**src/rtl/i2cvw_pkg.sv**
```systemverilog
package i2cvw_pkg;

  localparam int NUM_RANGES = 4;
  localparam int MAX_BYTES  = 5;
  localparam int WORD_W     = 8 * MAX_BYTES;

  // word byte count and entry count of each range, ranges placed back to back from 0
  localparam int RANGE_BYTES [NUM_RANGES] = '{1, 2, 4, 5};
  localparam int RANGE_LEN   [NUM_RANGES] = '{4, 3, 2, 2};

  function automatic int count_entries();
    int n;
    n = 0;
    for (int r = 0; r < NUM_RANGES; r++) n += RANGE_LEN[r];
    return n;
  endfunction

  localparam int          NUM_ENTRIES = count_entries();
  localparam int          IDX_W       = $clog2(NUM_ENTRIES);
  localparam logic [15:0] TOP_ADDR    = 16'(NUM_ENTRIES - 1);

  typedef enum logic [2:0] {
    ST_IDLE,
    ST_RX,
    ST_RXACK,
    ST_TX,
    ST_TXACK,
    ST_HOLD
  } state_e;

  typedef enum logic [1:0] {
    K_ADDR,
    K_SUBH,
    K_SUBL,
    K_WDATA
  } kind_e;

  function automatic logic addr_ok(logic [15:0] a);
    return a <= TOP_ADDR;
  endfunction

  function automatic logic [2:0] word_bytes(logic [15:0] a);
    logic [2:0] nb;
    int         base;
    nb   = 3'd1;
    base = 0;
    for (int r = 0; r < NUM_RANGES; r++) begin
      if (int'(a) >= base && int'(a) < base + RANGE_LEN[r]) nb = 3'(RANGE_BYTES[r]);
      base += RANGE_LEN[r];
    end
    return nb;
  endfunction

endpackage

```
**src/rtl/i2cvw_rst_sync.sv**
```systemverilog
module i2cvw_rst_sync (
  input  logic clk,
  input  logic arst_n,
  output logic rst_n_o
);

  logic [1:0] stg_q;

  always_ff @(posedge clk or negedge arst_n) begin
    if (!arst_n) stg_q <= 2'b00;
    else         stg_q <= {stg_q[0], 1'b1};
  end

  assign rst_n_o = stg_q[1];

endmodule

```
**src/rtl/i2cvw_line_sync.sv**
```systemverilog
module i2cvw_line_sync #(
  parameter int STAGES = 2
) (
  input  logic clk,
  input  logic rst_n,
  input  logic line_i,
  output logic level_o,
  output logic rose_o,
  output logic fell_o
);

  logic [STAGES-1:0] stg_q, stg_d;
  logic              prev_q;

  generate
    if (STAGES == 1) begin : g_one
      assign stg_d = line_i;
    end else begin : g_many
      assign stg_d = {stg_q[STAGES-2:0], line_i};
    end
  endgenerate

  always_ff @(posedge clk or negedge rst_n) begin
    if (!rst_n) begin
      stg_q  <= '1;
      prev_q <= 1'b1;
    end else begin
      stg_q  <= stg_d;
      prev_q <= stg_q[STAGES-1];
    end
  end

  assign level_o = stg_q[STAGES-1];
  assign rose_o  = stg_q[STAGES-1] & ~prev_q;
  assign fell_o  = ~stg_q[STAGES-1] & prev_q;

endmodule

```
**src/rtl/i2cvw_regfile.sv**
```systemverilog
module i2cvw_regfile
  import i2cvw_pkg::*;
(
  input  logic              clk,
  input  logic              rst_n,
  input  logic              wr_en_i,
  input  logic [IDX_W-1:0]  wr_idx_i,
  input  logic [WORD_W-1:0] wr_data_i,
  input  logic [IDX_W-1:0]  rd_idx_i,
  output logic [WORD_W-1:0] rd_data_o
);

  logic [WORD_W-1:0] ent [NUM_ENTRIES];

  generate
    for (genvar e = 0; e < NUM_ENTRIES; e++) begin : g_ent
      logic [WORD_W-1:0] word_q;
      logic              hit;

      assign hit = wr_en_i && (wr_idx_i == IDX_W'(e));

      always_ff @(posedge clk or negedge rst_n) begin
        if (!rst_n)   word_q <= '0;
        else if (hit) word_q <= wr_data_i;
      end

      assign ent[e] = word_q;
    end
  endgenerate

  assign rd_data_o = ent[rd_idx_i];

endmodule

```
**src/rtl/i2cvw_ctrl.sv**
```systemverilog
module i2cvw_ctrl
  import i2cvw_pkg::*;
#(
  parameter logic [6:0] DEV_ADDR = 7'h34
) (
  input  logic              clk,
  input  logic              rst_n,
  input  logic              scl_rise_i,
  input  logic              scl_fall_i,
  input  logic              sda_i,
  input  logic              start_i,
  input  logic              stop_i,
  input  logic [WORD_W-1:0] rd_data_i,
  output logic [IDX_W-1:0]  rd_idx_o,
  output logic              wr_en_o,
  output logic [IDX_W-1:0]  wr_idx_o,
  output logic [WORD_W-1:0] wr_data_o,
  output logic              sda_pull_o
);

  state_e            state_q, state_d;
  kind_e             kind_q, kind_d;
  logic [3:0]        bitcnt_q, bitcnt_d;
  logic [7:0]        shreg_q, shreg_d;
  logic [7:0]        subhi_q, subhi_d;
  logic [15:0]       ptr_q, ptr_d;
  logic [2:0]        bidx_q, bidx_d;
  logic [WORD_W-1:0] wbuf_q, wbuf_d;
  logic              commit_q, commit_d;
  logic              pull_q, pull_d;
  logic [7:0]        txsh_q, txsh_d;
  logic              mack_q, mack_d;

  logic [2:0]        wr_nb;
  logic [2:0]        rd_nb;
  logic [2:0]        rd_sel;
  logic [7:0]        rd_byte;

  // read side clamps to the top entry once the pointer has left the map
  assign rd_idx_o = IDX_W'((ptr_q > TOP_ADDR) ? TOP_ADDR : ptr_q);
  assign rd_nb    = word_bytes((ptr_q > TOP_ADDR) ? TOP_ADDR : ptr_q);
  assign wr_nb    = word_bytes(ptr_q);
  assign rd_sel   = rd_nb - 3'd1 - bidx_q;

  always_comb begin
    rd_byte = '0;
    for (int b = 0; b < MAX_BYTES; b++) begin
      if (rd_sel == 3'(b)) rd_byte = rd_data_i[8*b +: 8];
    end
  end

  assign wr_idx_o   = IDX_W'(ptr_q);
  assign wr_data_o  = wbuf_q;
  assign sda_pull_o = pull_q;

  always_comb begin
    state_d  = state_q;
    kind_d   = kind_q;
    bitcnt_d = bitcnt_q;
    shreg_d  = shreg_q;
    subhi_d  = subhi_q;
    ptr_d    = ptr_q;
    bidx_d   = bidx_q;
    wbuf_d   = wbuf_q;
    commit_d = commit_q;
    pull_d   = pull_q;
    txsh_d   = txsh_q;
    mack_d   = mack_q;
    wr_en_o  = 1'b0;

    if (stop_i) begin
      state_d  = ST_IDLE;
      pull_d   = 1'b0;
      commit_d = 1'b0;
    end else if (start_i) begin
      state_d  = ST_RX;
      kind_d   = K_ADDR;
      bitcnt_d = '0;
      bidx_d   = '0;
      pull_d   = 1'b0;
      commit_d = 1'b0;
    end else begin
      case (state_q)
        ST_RX: begin
          if (scl_rise_i) begin
            shreg_d  = {shreg_q[6:0], sda_i};
            bitcnt_d = bitcnt_q + 4'd1;
          end else if (scl_fall_i && bitcnt_q == 4'd8) begin
            state_d = ST_HOLD;
            case (kind_q)
              K_ADDR: begin
                if (shreg_q[7:1] == DEV_ADDR) begin
                  state_d = ST_RXACK;
                  pull_d  = 1'b1;
                  if (!shreg_q[0]) kind_d = K_SUBH;
                end
              end
              K_SUBH: begin
                subhi_d = shreg_q;
                state_d = ST_RXACK;
                pull_d  = 1'b1;
                kind_d  = K_SUBL;
              end
              K_SUBL: begin
                if (addr_ok({subhi_q, shreg_q})) begin
                  ptr_d   = {subhi_q, shreg_q};
                  bidx_d  = '0;
                  state_d = ST_RXACK;
                  pull_d  = 1'b1;
                  kind_d  = K_WDATA;
                end
              end
              default: begin
                if (addr_ok(ptr_q)) begin
                  state_d = ST_RXACK;
                  pull_d  = 1'b1;
                  if (bidx_q == 3'd0) wbuf_d = WORD_W'(shreg_q);
                  else                wbuf_d = {wbuf_q[WORD_W-9:0], shreg_q};
                  if (bidx_q == wr_nb - 3'd1) commit_d = 1'b1;
                  else                        bidx_d   = bidx_q + 3'd1;
                end
              end
            endcase
          end
        end

        ST_RXACK: begin
          if (scl_fall_i) begin
            pull_d   = 1'b0;
            bitcnt_d = '0;
            state_d  = ST_RX;
            if (commit_q) begin
              wr_en_o  = 1'b1;
              commit_d = 1'b0;
              ptr_d    = ptr_q + 16'd1;
              bidx_d   = '0;
            end
            if (kind_q == K_ADDR) begin
              state_d = ST_TX;
              txsh_d  = rd_byte;
              pull_d  = ~rd_byte[7];
            end
          end
        end

        ST_TX: begin
          if (scl_rise_i) begin
            bitcnt_d = bitcnt_q + 4'd1;
          end else if (scl_fall_i) begin
            if (bitcnt_q == 4'd8) begin
              pull_d  = 1'b0;
              state_d = ST_TXACK;
              if (bidx_q == rd_nb - 3'd1) begin
                bidx_d = '0;
                if (ptr_q < TOP_ADDR) ptr_d = ptr_q + 16'd1;
              end else begin
                bidx_d = bidx_q + 3'd1;
              end
            end else begin
              txsh_d = {txsh_q[6:0], txsh_q[7]};
              pull_d = ~txsh_q[6];
            end
          end
        end

        ST_TXACK: begin
          if (scl_rise_i) begin
            mack_d = ~sda_i;
          end else if (scl_fall_i) begin
            if (mack_q) begin
              state_d  = ST_TX;
              bitcnt_d = '0;
              txsh_d   = rd_byte;
              pull_d   = ~rd_byte[7];
            end else begin
              state_d = ST_HOLD;
            end
          end
        end

        default: ;
      endcase
    end
  end

  always_ff @(posedge clk or negedge rst_n) begin
    if (!rst_n) begin
      state_q  <= ST_IDLE;
      kind_q   <= K_ADDR;
      bitcnt_q <= '0;
      shreg_q  <= '0;
      subhi_q  <= '0;
      ptr_q    <= '0;
      bidx_q   <= '0;
      wbuf_q   <= '0;
      commit_q <= 1'b0;
      pull_q   <= 1'b0;
      txsh_q   <= '0;
      mack_q   <= 1'b0;
    end else begin
      state_q  <= state_d;
      kind_q   <= kind_d;
      bitcnt_q <= bitcnt_d;
      shreg_q  <= shreg_d;
      subhi_q  <= subhi_d;
      ptr_q    <= ptr_d;
      bidx_q   <= bidx_d;
      wbuf_q   <= wbuf_d;
      commit_q <= commit_d;
      pull_q   <= pull_d;
      txsh_q   <= txsh_d;
      mack_q   <= mack_d;
    end
  end

endmodule

```
**src/rtl/i2c_varword_slave.sv**
```systemverilog
module i2c_varword_slave
  import i2cvw_pkg::*;
#(
  parameter logic [6:0] DEV_ADDR    = 7'h34,
  parameter int         SYNC_STAGES = 2
) (
  input  logic clk,
  input  logic arst_n,
  input  logic scl_i,
  input  logic sda_i,
  output logic sda_pull_o
);

  logic              rst_n;
  logic              scl_lvl, scl_rise, scl_fall;
  logic              sda_lvl, sda_rise, sda_fall;
  logic              start_evt, stop_evt;
  logic              wr_en;
  logic [IDX_W-1:0]  wr_idx, rd_idx;
  logic [WORD_W-1:0] wr_data, rd_data;

  i2cvw_rst_sync u_rst (
    .clk     (clk),
    .arst_n  (arst_n),
    .rst_n_o (rst_n)
  );

  i2cvw_line_sync #(.STAGES(SYNC_STAGES)) u_scl_sync (
    .clk     (clk),
    .rst_n   (rst_n),
    .line_i  (scl_i),
    .level_o (scl_lvl),
    .rose_o  (scl_rise),
    .fell_o  (scl_fall)
  );

  i2cvw_line_sync #(.STAGES(SYNC_STAGES)) u_sda_sync (
    .clk     (clk),
    .rst_n   (rst_n),
    .line_i  (sda_i),
    .level_o (sda_lvl),
    .rose_o  (sda_rise),
    .fell_o  (sda_fall)
  );

  assign start_evt = scl_lvl & sda_fall;
  assign stop_evt  = scl_lvl & sda_rise;

  i2cvw_ctrl #(.DEV_ADDR(DEV_ADDR)) u_ctrl (
    .clk        (clk),
    .rst_n      (rst_n),
    .scl_rise_i (scl_rise),
    .scl_fall_i (scl_fall),
    .sda_i      (sda_lvl),
    .start_i    (start_evt),
    .stop_i     (stop_evt),
    .rd_data_i  (rd_data),
    .rd_idx_o   (rd_idx),
    .wr_en_o    (wr_en),
    .wr_idx_o   (wr_idx),
    .wr_data_o  (wr_data),
    .sda_pull_o (sda_pull_o)
  );

  i2cvw_regfile u_regs (
    .clk       (clk),
    .rst_n     (rst_n),
    .wr_en_i   (wr_en),
    .wr_idx_i  (wr_idx),
    .wr_data_i (wr_data),
    .rd_idx_i  (rd_idx),
    .rd_data_o (rd_data)
  );

endmodule

```
**config.mk**
```make
export PLATFORM = sky130hd
export DESIGN_NAME = i2c_varword_slave
export DESIGN_NICKNAME = d
export VERILOG_FILES = /design/src/rtl/i2cvw_pkg.sv /design/src/rtl/i2cvw_rst_sync.sv /design/src/rtl/i2cvw_line_sync.sv /design/src/rtl/i2cvw_regfile.sv /design/src/rtl/i2cvw_ctrl.sv /design/src/rtl/i2c_varword_slave.sv
export SDC_FILE = /design/constraint.sdc
export NUM_CORES = 1
export LEC_CHECK = 0
export CELL_PAD_IN_SITES_DETAIL_PLACEMENT = 1
export CELL_PAD_IN_SITES_GLOBAL_PLACEMENT = 1
export CORE_ASPECT_RATIO = 2
export CORE_MARGIN = 8
export CORE_UTILIZATION = 24
export CTS_CLUSTER_SIZE = 12
export DETAILED_ROUTE_END_ITERATION = 10
export PLACE_DENSITY = 0.42
export SYNTH_ARGS = -nofsm -noshare
export SYNTH_HDL_FRONTEND = slang
export SYNTH_SLANG_ARGS = --single-unit
```
**constraint.sdc**
```tcl
create_clock -name clk -period 51.6 [get_ports clk]
set_input_delay 12.9 -clock clk [delete_from_list [all_inputs] [get_ports clk]]
set_output_delay 12.9 -clock clk [all_outputs]
set_load 0.02 [all_outputs]
```
==> impl_metrics.tcl, run 1 <==
set metrics [dict create \
    pin_count_of_the_biggest_net_entering_global_routing 86 \
    timing.final.ws_setup_ns 37.07 \
    critical_path_arrival_ns 1.63 \
    synth_ff_type "dfrtp_1" \
    area_delta_synth_final_pct 13.2 \
    worst_path_dominant_cell_family "buffers and inverters" \
    p_clk_share_pct 36.9 \
    port_buffers 4 \
    fin_nets 2049 \
    crit_path_top_delay_cell "clkdlybuf4s50_1" \
    finalHoldViolCount 0 \
    detail_route.vias_per_cell 5.11 \
    switching_power_uw 378 \
    cts_root_buffer "clkbuf_16" \
    cts_post_setup_buffers_inserted 0 \
    worstMarginPinSlew_ns 1.18 \
    max_stage_delay_ns 0.61 \
    initial_antenna_violation_count 2 \
    finalSetupTns_ns 0 \
    clock_latency_ns 0.66 \
    final_cells 3430 \
    max_cap_viol_count 0 \
    register_area_share_after_synthesis_pct 54.0 \
    fin_worst_hold_slack_ns 0.360 \
    globalRoute.totalOverflow 0 \
    floorplan.rows 168 \
    critPathLaunchType "flop" \
    buffer_depth_of_the_longest_clock_path 3 \
    required_ns 38.70 \
    synth-edff-count 0 \
    cts-hold-fix-buffers 0 \
    via_count 17524 \
    dominant_combinational_cell_family_by_area_after_synthesis "multiplexers" \
    grt_first_pass_wirelength_um 143000 \
    drt_first_pass_iters 5 \
    power_share_of_the_combinational_group_pct 20.9 \
    report.final.setup_viol 0 \
    remaining_drc_errors 0 \
    fin_skew_ns 0.0313 \
    adder_and_majority_cell_fraction_of_the_synthesized_area_pct 0.826 \
    chipHeight_um 474 \
    detailed_place_hpwl_um 59500 \
    p_int_uw 724 \
    cts_tree "done" \
    post-route-min-period_ns 14.53 \
    power.ir.vdd_worst_mv 0.0245 \
    timing.final.max_slew_violations 0 \
    synth.mux.area_fraction_pct 21.4 \
    initialDrtViolationCount 838 \
    slew_limit_headroom_pct 21.2 \
    mappedNetlistArea_sq_um 25200 \
    clk_pin_slew_worst_paths_ns 0.06 \
    netlist-cell-type-count 76 \
    die_w_um 245 \
    cts.sink_count 543 \
    fmax_mhz 68.8 \
    final_layout_size_suffix_gt1_share_pct 31.3 \
    fp.dieArea_sq_um 116000 \
    path_cells "clkdlybuf4s50_1" \
    totalPowerFinal_uw 1100 \
    cts_made_buffers 57 \
    syn_avg_cell_area_sq_um 12.0 \
    placed_cells 3330 \
    coreArea_sq_um 104000 \
    synth_compound_area_share_pct 12.9 \
    finalWirelength_um 96500 \
    detailedPlace.worstSlack_ns 37.75 \
    synthXorXnorAreaFrac_pct 0.104 \
    status "finished, final reports clean" \
    worst-path-buf-inv 1 \
    worstSetupEndpointType "output port" \
    yosysWarnings 0 \
    num_io_pins 5 \
    rsz0062_at_grt "no" \
    effective_utilization_at_floorplan_pct 24.1 \
    seq_power_share_pct 42.2 \
    first_global_vias 19682 \
    track_usage_pct 16.7 \
    static-leakage-power_uw 0.0129 \
    power-per-cell-area_nw_per_um2 38.7 \
    synthArstFlopShare_pct 100 \
    ctsHtreeMaxLevel 2 \
    cts_repair_resize_count 0 \
    timing.final.crit_share_pct 28.2 \
    sw_frac_of_total_pct 34.3 \
    hold_path_class "flop to flop" \
    syn-instance-count 2089 \
    worst-setup-path-type "flop to output port" \
    route.detailed.wl_per_inst_um 28.1 \
    routabilityCongestion 0.776 \
    postSynthRegisterBits 543 \
    drtAntennaViolNets 0 \
    timing.critical_path.fanout_max 2 \
    synth.net_count 2109 \
    yosys.area_share.simple_pct 7.53 \
]
## metal layers
layer  GRT usage, %  part of all wire [%]  up-vias
li1               -                     -     7615
met1           17.8                    37     9460
met2           32.7                    57      281
met3           1.58                   2.1      168
met4           7.38                   4.6        0
met5              0                     0        -
## logic make-up (layout without fill, tap and decap cells)
| logic type | after synthesis | count (layout) |
|---|---|---|
| adder cells (fa/ha/maj) | 16 | 16 |
| flip-flops | 543 | 543 |
| other | 1 | 3 |
| buffers and inverters | 200 | 179 |
| AO/OA/AOI/OAI | 451 | 451 |
| XOR/XNOR | 3 | 3 |
| AND/OR/NAND/NOR | 396 | 396 |
| multiplexers | 479 | 479 |
## layout make-up
type                       instances  area, sq um
fill                           11265        76000
sequential                       543        13600
multi-input combinational       1346        10900
tap                             1360         1700
clock buffer                      88         1660
timing repair buffer              59          465
clock inverter                    10         87.6
inverter                          22         82.6
antenna                            2         5.00
## Yosys cell counts (12+ instances only)
cell	number	area, sq um
a21o_1	13	97.6
a21oi_1	81	405
a221o_1	47	470
a221oi_1	65	569
a22oi_1	28	210
a31oi_1	25	156
buf_2	29	145
clkbuf_1	139	522
dfrtp_1	537	13400
ha_1	15	188
inv_1	21	78.8
mux2_2	467	5260
mux2i_1	12	120
nand2_1	187	702
nand2b_1	16	100
nand3_1	26	130
nand4_1	12	75.1
nor2_1	59	221
nor3_1	28	140
nor4_1	12	75.1
o21ai_0	75	375
o22ai_1	21	131
## stage by stage
stage	util (%)	area, sq um
floorplan	-	25200
global placement	25.6	26700
detailed placement	25.6	26700
CTS	27.3	28500
global route	27.3	28500
finish	27.3	28500
## cell usage in the layout, fill, tap and decap left out, drive strengths merged, types with 13 or more instances in the layout
cell type	n
mux2	467
nor2	59
clkbuf	88
a21o	13
nand3	29
ha	15
o21ai	78
inv	23
a31oi	25
nor3	30
nor4	17
a221o	47
dfrtp	537
nand2	187
buf	55
a221oi	67
o22ai	21
nand2b	16
a21oi	81
a22oi	28
## worst register-to-register path, delay by kind of cell (launching register included)
kind                     cells  cell delay, ns
AND/OR/NAND/NOR              6            2.82
AO/OA/AOI/OAI                4            0.99
adder cells (fa/ha/maj)      2            0.59
flip-flops                   1            0.46
XOR/XNOR                     1            0.15
buffers and inverters        1            0.05
## registers in the layout, indices dropped and copies added, names as in the netlist, 2 cells and up
register	flops
u_regs.g_ent.word_q	440
u_ctrl.shreg_q	8
u_sda_sync.stg_q	2
u_ctrl.subhi_q	8
u_ctrl.wr_data_o	40
u_scl_sync.stg_q	2
u_ctrl.state_q	3
u_ctrl.kind_q	2
u_ctrl.ptr_q	16
u_ctrl.txsh_q	8
u_ctrl.bitcnt_q	4
u_rst.stg_q	2
u_ctrl.bidx_q	3
## power by group through the flow
stage               logic (uW)  registers, uW  clock network (uW)
floorplan                  123            465                   0
global placement           229            473                   0
detailed placement         233            473                   0
CTS                        234            466                 424
global route               246            468                 436
finish                     230            465                 406
## final timing paths
path                                   start                          to  slack [ns]  cells past startpoint
max                        u_ctrl.sda_pull_o                  sda_pull_o       37.07                      1
min                           u_rst.stg_q[0]              u_rst.stg_q[1]        0.36                      0
max reg2reg                 u_ctrl.ptr_q[12]            u_ctrl.txsh_q[7]       46.39                     14
min reg2reg                   u_rst.stg_q[0]              u_rst.stg_q[1]        0.36                      0
max in group asynchronous             arst_n              u_rst.stg_q[1]       39.04                      1
min in group asynchronous     u_rst.stg_q[1]  u_regs.g_ent[8].word_q[21]        0.45                      0
Note: power is estimated with default switching activity, not from simulation.
==> inputs of run 2 (changes only) <==
==> constraint.sdc (replaced) <==
create_clock -name clk -period 13.7 [get_ports clk]
set_input_delay 3.425 -clock clk [delete_from_list [all_inputs] [get_ports clk]]
set_output_delay 3.425 -clock clk [all_outputs]
set_load 0.02 [all_outputs]
==> impl_metrics.tcl, run 2 (synthesis results as in run 1) <==
set metrics [dict create \
    sw_frac_of_total_pct 34.2 \
    worst-setup-path-type "flop to output port" \
    fill_cells 11274 \
    multi_input_area_sq_um 10900 \
    area_delta_synth_final_pct 12.4 \
    cts_made_buffers 54 \
    cts-hold-fix-buffers 0 \
    globalRoute.totalOverflow 0 \
    track_usage_pct 17.1 \
    drt_first_pass_iters 7 \
    initialDrtViolationCount 764 \
    routabilityCongestion 0.777 \
    worst_path_dominant_cell_family "buffers and inverters" \
    timing.critical_path.fanout_max 2 \
    crit_path_top_delay_cell "clkdlybuf4s50_1" \
    fin_skew_ns 0.0248 \
    finalSetupTns_ns 0 \
    pin_count_of_the_biggest_net_entering_global_routing 178 \
    status "finished, final reports clean" \
    worstMarginPinSlew_ns 1.12 \
    chipHeight_um 474 \
    buffer_depth_of_the_longest_clock_path 3 \
    fmax_mhz 195 \
    seq_power_share_pct 43.5 \
    worstSetupEndpointType "output port" \
    fin_nets 2042 \
    num_io_pins 5 \
    fp.dieArea_sq_um 116000 \
    ctsHtreeMaxLevel 2 \
    initial_antenna_violation_count 1 \
    reg2reg_from "u_ctrl.ptr_q[6]" \
    ff_latch_area_sq_um 13600 \
    timing.final.max_slew_violations 0 \
    critical_path_arrival_ns 1.69 \
    detailed_place_hpwl_um 62000 \
    path_cells "clkdlybuf4s50_1" \
    rsz0062_at_grt "no" \
    first_global_vias 19680 \
    mostFrequentLayoutCell "dfrtp_1" \
    slew_limit_headroom_pct 25.5 \
    max_cap_viol_count 0 \
    worst_hold_startpoint "u_rst.stg_q[0]" \
    clk_pin_slew_worst_paths_ns 0.07 \
    drtAntennaViolNets 0 \
    p_clk_share_pct 35.7 \
    die_w_um 245 \
    timing.final.crit_share_pct 37.4 \
    via_count 17637 \
    finalHoldViolCount 0 \
    finalWirelength_um 99200 \
    clock_latency_ns 0.65 \
    grt_first_pass_wirelength_um 146000 \
    max_stage_delay_ns 0.64 \
    worst-path-buf-inv 1 \
    cts_repair_resize_count 0 \
    detailedPlace.worstSlack_ns 8.91 \
    route.detailed.wl_per_inst_um 29.1 \
    coreArea_sq_um 104000 \
    power-per-cell-area_nw_per_um2 143 \
    critical_path.startpoint "u_ctrl.sda_pull_o" \
    detail_route.vias_per_cell 5.18 \
    final_cell_mix "dfrtp_1, mux2_2, nand2_1" \
    port_buffers 4 \
    critPathLaunchType "flop" \
    required_ns 10.27 \
    floorplan.rows 168 \
    cts.sink_count 543 \
    effective_utilization_at_floorplan_pct 24.1 \
    switching_power_uw 1380 \
    power.ir.vdd_worst_mv 0.0851 \
    regMostFlops "u_regs.g_ent.word_q" \
    cts_root_buffer "clkbuf_16" \
    p_int_uw 2650 \
    finished_core_util_pct 27.1 \
    power_share_of_the_combinational_group_pct 20.7 \
    final_layout_size_suffix_gt1_share_pct 31.1 \
    cts_post_setup_buffers_inserted 0 \
    remaining_drc_errors 0 \
    post-route-min-period_ns 5.12 \
    report.final.setup_viol 0 \
    cts_tree "done" \
    largest_register_ffs 440 \
    static-leakage-power_uw 0.0128 \
    hold_path_class "flop to flop" \
    timing.final.ws_setup_ns 8.58 \
]
-- run 2: per-layer routing --
| metal | up-vias | track usage, % | share of wire [%] | wire [um] |
|---|---|---|---|---|
| met3 | 176 | 1.56 | 2.2 | 2220 |
| met1 | 9572 | 17.9 | 36 | 35800 |
| li1 | 7595 | - | - | - |
| met4 | 0 | 8.34 | 5.2 | 5160 |
| met5 | - | 0 | 0 | 0 |
| met2 | 294 | 33.5 | 56 | 56000 |
-- run 2: power groups by stage --
stage / Sequential, uW / Clock (uW) / Combinational [uW]
after floorplan: 1750 / 0 / 462
after global placement: 1780 / 0 / 843
after detailed placement: 1780 / 0 / 855
after CTS: 1750 / 1500 / 859
after global routing: 1760 / 1540 / 903
final: 1750 / 1440 / 837
-- run 2: layout make-up --
| type | count | share of cell area (%) |
|---|---|---|
| repair buffers | 55 | 1.58 |
| clock buffers | 74 | 5.52 |
| flip-flops and latches | 543 | 48.1 |
| well taps | 1360 | 6.02 |
| inverters | 22 | 0.292 |
| diodes | 1 | 0.00885 |
| clock inverters | 7 | 0.124 |
| multi-input cells | 1346 | 38.4 |
-- run 2: final timing paths --
kind                                              end  slack, ns  depth (start not counted)
max reg2reg                          u_ctrl.txsh_q[1]       8.92                         15
max in group asynchronous   u_regs.g_ent[9].word_q[9]      10.10                          3
min in group asynchronous  u_regs.g_ent[4].word_q[26]       0.39                          0
max                                        sda_pull_o       8.58                          1
min                                    u_rst.stg_q[1]       0.35                          0
min reg2reg                            u_rst.stg_q[1]       0.35                          0
-- run 2: worst register-to-register path, stage by stage (launching register included) --
cell and delay [ns]:
dfrtp_1 0.44, or4_1 0.70, nor3_4 0.21, buf_4 0.30, nand2b_1 0.15, a21oi_1 0.15
ha_1 0.17, inv_1 0.05, fa_1 0.37, xnor2_1 0.16, and3_1 0.24, nand4bb_1 0.86
a21o_1 0.44, a41oi_1 0.17, a211oi_1 0.11, a31oi_1 0.20
-- run 2: stage by stage --
stage / hold slack (ns) / power (uW) / std cells / area (sq um)
floorplan: 0.331 / 2210 / 2089 / 25200
global placement: 0.338 / 2620 / 3326 / 26700
detailed placement: 0.342 / 2640 / 3326 / 26700
CTS: 0.357 / 4120 / 3407 / 28300
global route: 0.367 / 4210 / 3408 / 28300
finish: 0.354 / 4030 / 3408 / 28300
